<file path="config.mk">
export PLATFORM = sky130hd
export DESIGN_NAME = tri_gate_guard
export DESIGN_NICKNAME = d
export VERILOG_FILES = /design/src/rtl/tri_gate_pkg.sv /design/src/rtl/tgg_sync.sv /design/src/rtl/tgg_control.sv /design/src/rtl/tgg_datapath.sv /design/src/rtl/tri_gate_guard.sv
export SDC_FILE = /design/constraint.sdc
export NUM_CORES = 1
export LEC_CHECK = 0
export ABC_AREA = 1
export BUFFER_PORTS_ARGS = -buffer_cell sky130_fd_sc_hd__buf_4
export CORE_MARGIN = 1
export CORE_UTILIZATION = 51
export CTS_CLUSTER_DIAMETER = 200
export DETAILED_ROUTE_END_ITERATION = 7
export PLACE_DENSITY = 0.86
export SLEW_MARGIN = 10
export SYNTH_ARGS = -nofsm -noshare
export SYNTH_HDL_FRONTEND = slang
export SYNTH_SLANG_ARGS = --single-unit
</file>
<file path="constraint.sdc">
create_clock -name clk -period 1.4 [get_ports clk]
set_input_delay 0.28 -clock clk [delete_from_list [all_inputs] [get_ports clk]]
set_output_delay 0.28 -clock clk [all_outputs]
set_load 0.005 [all_outputs]
</file>
<file path="src/rtl/tri_gate_pkg.sv">
package tri_gate_pkg;
  localparam int NPH  = 3;
  localparam int MV_W = 16;

  // control -> datapath strobes, one bit per phase
  typedef struct packed {
    logic [NPH-1:0] reqHi;
    logic [NPH-1:0] reqLo;
    logic [NPH-1:0] permHi;
    logic [NPH-1:0] permLo;
  } gateStrobe_t;
endpackage

</file>
<file path="src/rtl/tgg_sync.sv">
module tgg_sync #(
  parameter int W = 1
) (
  input  logic         clk,
  input  logic         rstN,
  input  logic [W-1:0] dIn,
  output logic [W-1:0] qOut
);
  logic [W-1:0] stage1;

  always_ff @(posedge clk or negedge rstN) begin
    if (!rstN) begin
      stage1 <= '0;
      qOut   <= '0;
    end else begin
      stage1 <= dIn;
      qOut   <= stage1;
    end
  end
endmodule

</file>
<file path="src/rtl/tgg_control.sv">
module tgg_control
  import tri_gate_pkg::*;
#(
  parameter int VCC_ON_MV  = 12000,
  parameter int VCC_OFF_MV = 10500,
  parameter int VBS_ON_MV  = 11500,
  parameter int VBS_OFF_MV = 10000,
  parameter int HOLD_CYC   = 50
) (
  input  logic              clk,
  input  logic              rstN,
  input  logic [NPH-1:0]    hiReq,
  input  logic [NPH-1:0]    loReq,
  input  logic              tripIn,
  input  logic              sdInN,
  input  logic [MV_W-1:0]   vccMv,
  input  logic [NPH*MV_W-1:0] vbsMv,
  output gateStrobe_t       strobe,
  output logic              faultOe
);
  localparam int SYNC_W = 2 * NPH + 2;
  localparam int HOLD_W = (HOLD_CYC < 1) ? 1 : $clog2(HOLD_CYC + 1);
  localparam logic [NPH-1:0] TRIP_MASK = NPH'(1);  // trip cuts phase U only

  logic [SYNC_W-1:0] rawIn, syncOut;
  logic [NPH-1:0]    hiSync, loSync, vbsOk;
  logic              tripSync, sdSync, vccOk;
  logic [HOLD_W-1:0] holdCnt;

  assign rawIn = {sdInN, tripIn, loReq, hiReq};

  tgg_sync #(.W(SYNC_W)) u_sync (
    .clk  (clk),
    .rstN (rstN),
    .dIn  (rawIn),
    .qOut (syncOut)
  );

  assign hiSync   = syncOut[NPH-1:0];
  assign loSync   = syncOut[2*NPH-1:NPH];
  assign tripSync = syncOut[2*NPH];
  assign sdSync   = syncOut[2*NPH+1];

  always_ff @(posedge clk or negedge rstN) begin
    if (!rstN)                                vccOk <= 1'b0;
    else if (vccMv >= MV_W'(VCC_ON_MV))       vccOk <= 1'b1;
    else if (vccMv <  MV_W'(VCC_OFF_MV))      vccOk <= 1'b0;
  end

  for (genvar p = 0; p < NPH; p++) begin : g_vbs
    logic [MV_W-1:0] level;
    assign level = vbsMv[p*MV_W +: MV_W];
    always_ff @(posedge clk or negedge rstN) begin
      if (!rstN)                              vbsOk[p] <= 1'b0;
      else if (level >= MV_W'(VBS_ON_MV))     vbsOk[p] <= 1'b1;
      else if (level <  MV_W'(VBS_OFF_MV))    vbsOk[p] <= 1'b0;
    end
  end

  always_ff @(posedge clk or negedge rstN) begin
    if (!rstN) begin
      holdCnt <= '0;
      faultOe <= 1'b0;
    end else begin
      faultOe <= tripSync || (holdCnt != '0);
      if (tripSync)            holdCnt <= HOLD_W'(HOLD_CYC);
      else if (holdCnt != '0)  holdCnt <= holdCnt - 1'b1;
    end
  end

  logic [NPH-1:0] enable;
  assign enable = {NPH{sdSync & vccOk}} & ~(TRIP_MASK & {NPH{tripSync}});

  always_comb begin
    strobe.reqHi  = hiSync;
    strobe.reqLo  = loSync;
    strobe.permLo = enable;
    strobe.permHi = enable & vbsOk;
  end
endmodule

</file>
<file path="src/rtl/tgg_datapath.sv">
module tgg_datapath
  import tri_gate_pkg::*;
#(
  parameter int DEAD_CYC = 18
) (
  input  logic           clk,
  input  logic           rstN,
  input  gateStrobe_t    strobe,
  output logic [NPH-1:0] gateHi,
  output logic [NPH-1:0] gateLo
);
  localparam int DW = (DEAD_CYC < 1) ? 1 : $clog2(DEAD_CYC + 1);

  for (genvar p = 0; p < NPH; p++) begin : g_phase
    logic [DW-1:0] deadCnt;
    logic          wantHi, wantLo, gapDone;

    assign wantHi  = strobe.reqHi[p] & ~strobe.reqLo[p] & strobe.permHi[p];
    assign wantLo  = strobe.reqLo[p] & ~strobe.reqHi[p] & strobe.permLo[p];
    assign gapDone = (deadCnt == '0) & ~gateHi[p] & ~gateLo[p];

    always_ff @(posedge clk or negedge rstN) begin
      if (!rstN) begin
        deadCnt   <= DW'(DEAD_CYC);
        gateHi[p] <= 1'b0;
        gateLo[p] <= 1'b0;
      end else begin
        if (gateHi[p] || gateLo[p]) deadCnt <= DW'(DEAD_CYC);
        else if (deadCnt != '0)     deadCnt <= deadCnt - 1'b1;
        gateHi[p] <= wantHi & (gateHi[p] | gapDone);
        gateLo[p] <= wantLo & (gateLo[p] | gapDone);
      end
    end
  end
endmodule

</file>
<file path="src/rtl/tri_gate_guard.sv">
module tri_gate_guard
  import tri_gate_pkg::*;
#(
  parameter int DEAD_CYC   = 18,
  parameter int HOLD_CYC   = 50,
  parameter int VCC_ON_MV  = 12000,
  parameter int VCC_OFF_MV = 10500,
  parameter int VBS_ON_MV  = 11500,
  parameter int VBS_OFF_MV = 10000
) (
  input  logic              clk,
  input  logic              rstN,
  input  logic [2:0]        hiReq,
  input  logic [2:0]        loReq,
  input  logic              tripIn,
  input  logic              sdInN,
  input  logic [15:0]       vccMv,
  input  logic [47:0]       vbsMv,
  output logic [2:0]        gateHi,
  output logic [2:0]        gateLo,
  output logic              faultOe
);
  gateStrobe_t strobe;

  tgg_control #(
    .VCC_ON_MV (VCC_ON_MV),  .VCC_OFF_MV(VCC_OFF_MV),
    .VBS_ON_MV (VBS_ON_MV),  .VBS_OFF_MV(VBS_OFF_MV),
    .HOLD_CYC  (HOLD_CYC)
  ) u_control (
    .clk(clk), .rstN(rstN), .hiReq(hiReq), .loReq(loReq),
    .tripIn(tripIn), .sdInN(sdInN), .vccMv(vccMv), .vbsMv(vbsMv),
    .strobe(strobe), .faultOe(faultOe)
  );

  tgg_datapath #(.DEAD_CYC(DEAD_CYC)) u_datapath (
    .clk(clk), .rstN(rstN), .strobe(strobe),
    .gateHi(gateHi), .gateLo(gateLo)
  );
endmodule

</file>
; ---- Yosys cells after proc, flatten, opt, wreduce, memory -nomap -nowiden
; Cells that the tools add are included.
; Widths: inputs -> output; s select.
[word_totals]
register_bits = 48
in_bits = 74
output_inout_bits = 7
word_cells = 110
[op_classes]
add_sub_neg = 4
n_lt_le_gt_ge = 8
n_mux = 16
bitwise_logic = 46
n_reduce_logical = 19
[ops]
columns = cell, count
row1 = $ge 16x14->1 const B, 4
row2 = $lt 16x14->1 const B, 4
row3 = $mux 5, 6
row4 = $and 1x1->1, 25
row5 = $reduce_bool 2->1, 8
row6 = $logic_not 5->1, 3
row7 = $reduce_bool 5->1, 3
row8 = $sub 5x1->5 const B, 3
row9 = $mux 6, 2
row10 = $not 1->1, 12
row11 = $mux 1, 8
row12 = $and 3x3->3, 2
row13 = $or 1x1->1, 6
row14 = $reduce_bool 6->1, 1
row15 = $sub 6x1->6 const B, 1
row16 = $logic_or 1x1->1, 4
row17 = $not 1->3, 1

; ---- Longest topological paths before layout
; Gate-level depths: netlist of run 1.
[depth]
ltp_word = 5
mapped_depth = 8
mapped_depth_nobuf = 8

; ---- Modules after synthesis
; From an unflattened synthesis of run 1, not the netlist that was laid out.
[hier_totals]
hier_cells = 349
hier_area_um2 = 2663.8
[by_module_without_submodules]
columns = mod, n_inst, cells_each, area_per_inst_um2, seq_area_each_um2
row1 = tgg_datapath, 1, 133, 1146.1, 533.0
row2 = tgg_control, 1, 200, 1117.3, 275.3
row3 = tgg_sync, 1, 16, 400.4, 400.4

; ---- Worst setup path after synthesis of run 1
; No wires, ideal clock.
[synth_path]
kind = reg-to-reg
from = register u_datapath.g_phase[1].deadCnt[1]
to = register u_datapath.g_phase[1].deadCnt[0]
setup_ns = 0.120
arrival_time_ns = 1.084
required_time_ns = 1.280
path_slack_ns = 0.196
path_stages_with_launch = 7
n_path_buf = 0
synth_period_minus_slack_ns = 1.204
path_cell_list = dfstp_2 -> inv_1 -> ha_1 -> nand3b_2 -> clkinv_2 -> nand2_2 -> o21ai_2
[synth_between]
elab_chain_cells = 2
[synth_lines]
columns = element, line
row1 = "start, declared", tgg_datapath.sv:15  ; logic [DW-1:0] deadCnt;
row2 = "start signal, assigned", tgg_datapath.sv:24  ; deadCnt <= DW'(DEAD_CYC);
row3 = "start signal, assigned", tgg_datapath.sv:28  ; if (gateHi[p] || gateLo[p]) deadCnt <= DW'(DEAD_CYC);
row4 = "start signal, assigned", tgg_datapath.sv:29  ; else if (deadCnt != '0) deadCnt <= deadCnt - 1'b1;
row5 = $reduce_bool 5->1, tgg_datapath.sv:29
row6 = $reduce_bool 2->1 (no source line), --
; No other way between the ends.
; A chain may end at the register's enable or synchronous reset.

; ---- Final worst setup path of run 1
; Same ends and word-level chain as after synthesis.

==> key figures, run 1 <==
Global routing
  – Pin count of the biggest net entering global routing: 49
  – First-pass GRT wire length: 8.49 mm
  – Total GRT Usage: 21.0%
  – GRT Residual Overflow: 0
  – Number of global-route vias before repair: 2,203
  – Initial antenna violation count: 0

Yosys
  – Register area share after synthesis: 47.9%
  – Synth Area in Compound Gates: 5.96%
  – Largest family of logic cells by synthesized area: simple AND/OR/NAND/NOR gates
  – Adder-Cell Fraction of Synth Area: 2.48%
  – Mux cell area share after synthesis: 0%
  – Post-Syn Nets: 410
  – YS warnings: 0
  – Synthesized area per cell: 7.62 sq um
  – Synth cell types: 31
  – Post-synthesis register bit count: 48
  – Post-synthesis instance area: 2520 sq um
  – Cells after Synth: 331
  – Post-Synth XOR/XNOR Area: 0.695%
  – Post-Synth Simple-Gate Area: 33.3%

Worst setup path
  – Delay-heaviest family, CP: flip-flops
  – Crit path arrival time: 1.52 ns
  – Critical Path RT: 1.60 ns
  – Startpoint Class: flop
  – Reg2reg start: u_datapath.g_phase[1].deadCnt[1]
  – Max incr delay on CP: 0.55 ns
  – Crit Reg-Reg Endpoint: u_datapath.g_phase[1].deadCnt[0]
  – Reg-to-reg slack, setup: 0.08 ns
  – CP Capture Type: flop
  – CP Max Fanout: 4
  – CP Cell Sequence: inv_1, ha_1, nand3b_2, clkinv_2, nand2_2, o21ai_2
  – Critical path's slowest cell: dfstp_2
  – Crit Path Class: reg -> reg
  – Worst r2r path cells: 6
  – CP bufs+invs: 2

Die
  – DIE AREA: 5230 sq um
  – Core region area: 4750 sq um
  – Std cell rows: 25
  – Chip width: 72.3 um
  – I/O pins: 81
  – Initial core utilization: 53.0%
  – Die height: 72.3 um

Timing
  – Worst-margin pin slew: 0.573 ns
  – Fin. max-slew vios: 0
  – Max Clock Skew: 0.00168 ns
  – Hold slack: 0.0740 ns
  – Final-report hold violation count: 0
  – Setup violations, final: 0
  – Tmin final: 1.32 ns
  – Tcrit/Tclk final: 94.2%
  – Maximum clock rate: 0.758 GHz
  – Slew HR: 61.8%
  – Worst setup margin: 0.0805 ns
  – Setup TNS Final: 0 ns
  – RSZ-0062 raised after global routing: false

Placed design
  – Place WS: 0.107 ns
  – Routability Congestion: 0.816
  – DP HPWL: 3.76 mm
  – PortBufs: 72

Clocking
  – Max clock buf depth: 2
  – Clk_lat worst skew: 0.31 ns
  – Postcts setup bufs: 0
  – Clock buffer count from CTS: 5
  – CTS tree: done
  – Clock-pin transition on the worst setup and hold timing paths: 0.08 ns
  – Root Buffer: clkbuf_8
  – Clock sink count: 48
  – Cts repair resizes: 0
  – Htree depth: 2

Power and ir drop
  – Max IR drop VDD: 0.679 mV
  – Power after layout: 4.25 mW
  – P per Cell Area: 1300 nW/um^2
  – Leakage: 1.73 nW

Route
  – Remaining DRCs: 0
  – DR vias: 2,265
  – Iter 0 DRT Violations: 70
  – DR WL/cell: 10.0 um
  – Final WL: 4.82 mm
  – Final ANT Viol Nets: 0
  – Vias per cell: 4.71
  – TritonRoute pass-1 iters: 4

Hold path
  – Worst Hold Path Cells: 1
  – Worst Hold Class: in -> reg
  – Worst Hold Launch: hiReq[1]
  – Hold EP: u_control.u_sync.stage1[1]

Finish
  – Register area: 1210 sq um
  – N_diodes: 0
  – Nets@finish: 492
  – Share of layout cells above drive strength 1: 26.8%
  – Multi-input gate area: 1070 sq um
  – FILL cells: 421
  – P&R area growth vs syn: 30.2%

Run status
  – Status: complete, no violations

Flow run
  – # Max-Cap Violations: 0
## sequential cells by signal (all words and copies together), names as in the netlist
name and flops:
u_control.faultOe 1, u_control.holdCnt 6, u_control.u_sync.qOut 8, u_control.u_sync.stage1 8, u_control.vbsOk 3, u_control.vccOk 1
u_datapath.g_phase.deadCnt 15, u_datapath.gateHi 3, u_datapath.gateLo 3
## worst register-to-register path, delay by kind of cell (launching register included)
kind,cells,cell delay (ns)
flip-flops,1,0.55
AND/OR/NAND/NOR,2,0.24
adder cells (fa/ha/maj),1,0.21
buffers and inverters,2,0.15
AO/OA/AOI/OAI,1,0.06
## final cells by class
cell class | count | area share (%)
clock buffer | 5 | 2.10
clock inverter | 3 | 1.30
inverter | 64 | 7.36
multi-input combinational | 219 | 32.6
sequential | 48 | 36.8
tap | 67 | 2.55
timing repair buffer | 75 | 17.2
## cell usage in the layout (no fill, tap or decap), types with 5 or more instances in the layout
| cell | Yosys | final |
|---|---|---|
| clkbuf_8 | 0 | 5 |
| inv_1 | 52 | 52 |
| inv_2 | 5 | 5 |
| nand4_1 | 6 | 6 |
| ha_1 | 5 | 5 |
| clkinv_1 | 6 | 6 |
| dfstp_2 | 6 | 6 |
| nor2_2 | 6 | 6 |
| nor2_1 | 48 | 48 |
| buf_4 | 0 | 74 |
| a21oi_1 | 6 | 6 |
| o21ai_1 | 7 | 7 |
| dfrtp_1 | 42 | 42 |
| nand3_1 | 32 | 32 |
| nand2_1 | 83 | 83 |
## cells by family after synthesis
| kind of cell | Yosys count |
|---|---|
| buffers and inverters | 64 |
| AO/OA/AOI/OAI | 24 |
| flip-flops | 48 |
| AND/OR/NAND/NOR | 188 |
| adder cells (fa/ha/maj) | 5 |
| XOR/XNOR | 2 |
## per-stage QoR
stage	cell area (sq um)	instances	utilization [%]
after floorplan	2520	331	-
after global placement	3160	472	66.5
after detailed placement	3160	472	66.5
after CTS	3280	481	69.0
after global routing	3280	481	69.0
final	3280	481	69.0
## Yosys cell counts (all sizes together)
cell type  instances  share of area, %
and3               1              0.25
nand3b             3               1.3
clkinv             7               1.1
dfstp              6               6.3
nand2             84                13
inv               57               8.5
a21oi              9               2.2
xnor2              1              0.35
or2                3              0.74
a21boi             1              0.30
nor3               2              0.40
o21a               1              0.30
o21ai             10               2.3
dfrtp             42                42
ha                 5               2.5
xor2               1              0.35
nor2b              1              0.25
o211ai             2              0.60
a31oi              1              0.25
nand3             32               6.4
nor2              55               9.1
nand4              7               2.3
## how the worst max path moves through the flow
stage / startpoint / to / slack (ns) / cells after the start
after floorplan: u_datapath.g_phase[1].deadCnt[1] / u_datapath.g_phase[1].deadCnt[0] / 0.20 / 6
after global placement: u_datapath.g_phase[1].deadCnt[1] / u_datapath.gateHi[1] / 0.15 / 6
after detailed placement: u_datapath.g_phase[2].deadCnt[1] / u_datapath.g_phase[2].deadCnt[1] / 0.11 / 6
after CTS: u_datapath.g_phase[1].deadCnt[1] / u_datapath.g_phase[1].deadCnt[0] / 0.07 / 6
after global routing: u_datapath.g_phase[1].deadCnt[1] / u_datapath.g_phase[1].deadCnt[0] / 0.003 / 6
final: u_datapath.g_phase[1].deadCnt[1] / u_datapath.g_phase[1].deadCnt[0] / 0.08 / 6
## layer usage
metal	global-route usage [%]	vias up	routed length (um)
met1	22.5	1020	1980
met5	0	-	0
li1	-	1182	-
met4	8.71	0	105
met2	38.3	50	2550
met3	6.25	13	185
## where the power goes
part	internal, mW	switching (mW)
logic	0.631	0.764
clock network	0.528	0.464
registers	1.70	0.159
## repair_timing
| item | 4_1_cts | 5_1_grt |
|---|---|---|
| hold buffers | 1 | 0 |
| hold endpoints to repair | 42 | 0 |
| setup endpoints to repair | 0 | 0 |
(Power assumes the default switching activity.)
==> run 2: changes to the inputs <==
GPL_TIMING_DRIVEN = 0   (was default)
==> run 2 against run 1 <==
- wire length shrank 4.8%
- design area is essentially flat
- power shrank 0.35%
- critical endpoint unchanged
- largest cell class unchanged
- register-to-register slack lost 0.02 ns
- critical path type unchanged
- die area is the same
- worst hold slack lost 0.0019 ns
- combinational power is essentially flat
- highest routed layer unchanged
- count of clock-buffer cells in the layout is the same
- sequential cell count is the same
- global-route usage shrank 0.080 points
==> key figures, run 2 (synthesis gave the netlist of run 1 again) <==
Run status
  – Status: complete, no violations

Finish
  – Nets@finish: 490
  – Share of layout cells above drive strength 1: 26.5%
  – N_diodes: 0
  – Post-route cell area: 3280 sq um
  – Register name with the most flops: u_datapath.g_phase.deadCnt
  – Max reg flops: 15
  – Most common cell after layout, fill and taps aside: nand2_1
  – Most frequent cells in the layout: nand2_1 (83), buf_4 (72), inv_1 (52)
  – Largest registers: u_datapath.g_phase.deadCnt: 15 flops, u_control.u_sync.qOut: 8 flops, u_control.u_sync.stage1: 8 flops
  – P&R area growth vs syn: 30.1%

Placed design
  – DP HPWL: 3.67 mm
  – Routability Congestion: 0.835
  – Post-DP Area: 3150 sq um
  – PortBufs: 72

Timing
  – Slew HR: 61.6%
  – Setup violations, final: 0
  – Worst-margin pin slew: 0.576 ns
  – Tcrit/Tclk final: 95.6%
  – Maximum clock rate: 0.747 GHz
  – Setup TNS Final: 0 ns
  – RSZ-0062 raised after global routing: false
  – Fin. max-slew vios: 0
  – Final-report hold violation count: 0
  – Tmin final: 1.34 ns
  – Max Clock Skew: 0.00866 ns

Worst setup path
  – Crit Path Class: reg -> reg
  – Startpoint Class: flop
  – CP Cell Sequence: inv_1, ha_1, nand3b_2, clkinv_2, nand2_2, o21ai_2
  – Max incr delay on CP: 0.55 ns
  – Crit path arrival time: 1.53 ns
  – CP bufs+invs: 2
  – CP Capture Type: flop
  – Delay-heaviest family, CP: flip-flops
  – CP Max Fanout: 4
  – Critical path's slowest cell: dfstp_2
  – Critical Path RT: 1.60 ns

Route
  – Remaining DRCs: 0
  – TritonRoute pass-1 iters: 4
  – DR vias: 2,213
  – Vias per cell: 4.62
  – Iter 0 DRT Violations: 88
  – DR WL/cell: 9.57 um
  – Final WL: 4.59 mm
  – Final ANT Viol Nets: 0

Clocking
  – Clock sink count: 48
  – Clk_lat worst skew: 0.31 ns
  – Root Buffer: clkbuf_8
  – Clock-pin transition on the worst setup and hold timing paths: 0.09 ns
  – Htree depth: 2
  – Clock buffer count from CTS: 5
  – Max clock buf depth: 2
  – CTS tree: done

Die
  – DIE AREA: 5230 sq um
  – Std cell rows: 25
  – I/O pins: 81
  – Chip width: 72.3 um
  – Core region area: 4750 sq um
  – Die height: 72.3 um
  – Initial core utilization: 53.0%

Flow run
  – # Max-Cap Violations: 0

Global routing
  – First-pass GRT wire length: 8.58 mm
  – GRT Residual Overflow: 0
  – Total GRT Usage: 20.9%
  – Number of global-route vias before repair: 2,230
  – Initial antenna violation count: 0
  – Pin count of the biggest net entering global routing: 49

Power and ir drop
  – Leakage: 1.73 nW
  – P per Cell Area: 1290 nW/um^2
  – Max IR drop VDD: 0.787 mV

Hold path
  – Worst Hold Class: in -> reg
## run 2: cell types whose count changed in the layout (fill, tap and decap cells not counted)
cell and delta:
buf_4 -2, clkinv_2 -1, inv_6 +1, nand3b_2 -1, nand3b_4 +1
## run 2: power by group
part	total, mW	internal, mW	leakage [nW]	switching (mW)
combinational	1.37	0.605	1.13	0.769
sequential	1.86	1.70	0.554	0.154
clock	1.00	0.538	0.0548	0.465
total	4.24	2.85	1.73	1.39
## run 2: worst register-to-register path: cells and delay by family (launching register included)
kind                     cells  cell delay [ns]
flip-flops                   1             0.55
AND/OR/NAND/NOR              2             0.25
adder cells (fa/ha/maj)      1             0.22
buffers and inverters        2             0.15
AO/OA/AOI/OAI                1             0.06
## run 2: metal layers
metal | track usage (%) | vias up | routed length, um
li1 | - | 1184 | -
met4 | 5.88 | 0 | 76
met3 | 5.97 | 7 | 187
met5 | 0 | - | 0
met1 | 23.2 | 981 | 1940
met2 | 38.7 | 41 | 2380
## run 2: what timing repair did
item | in CTS | in global routing
hold endpoints to repair | 42 | 0
hold buffers | 1 | 0
setup endpoints to repair | 0 | 1
gates resized for setup | 0 | 1
buffers inserted | 0 | 0
## run 2: per-stage QoR
stage / worst slack [ns] / hold WS (ns) / total power, mW / util [%] / cells
after floorplan: 0.196 / -0.0156 / 2.83 / - / 331
after global placement: 0.135 / 0.315 / 3.15 / 66.2 / 470
after detailed placement: 0.0987 / 0.316 / 3.24 / 66.2 / 470
after CTS: 0.0623 / 0.0581 / 4.27 / 68.8 / 479
after global routing: 0.00629 / 0.0483 / 4.56 / 69.0 / 479
final: 0.0614 / 0.0721 / 4.24 / 69.0 / 479
## run 2: cell type report
type                       instances  area [sq um]
multi-input combinational        219          1080
clock inverter                     3          46.3
clock buffer                       5          68.8
tap                               67          83.8
inverter                          64           241
fill                             401          1480
timing repair buffer              73           551
sequential                        48          1210
## run 2: final timing paths
check	from	end	slack [ns]	depth (start not counted)
setup / recovery	u_datapath.g_phase[1].deadCnt[1]	u_datapath.g_phase[1].deadCnt[0]	0.06	6
hold / removal	hiReq[2]	u_control.u_sync.stage1[2]	0.07	1
setup reg to reg	u_datapath.g_phase[1].deadCnt[1]	u_datapath.g_phase[1].deadCnt[0]	0.06	6
hold reg to reg	u_control.u_sync.stage1[4]	u_control.u_sync.qOut[4]	0.35	0
max in group asynchronous	rstN	u_control.holdCnt[3]	0.50	2
min in group asynchronous	rstN	u_datapath.g_phase[0].deadCnt[0]	0.52	2
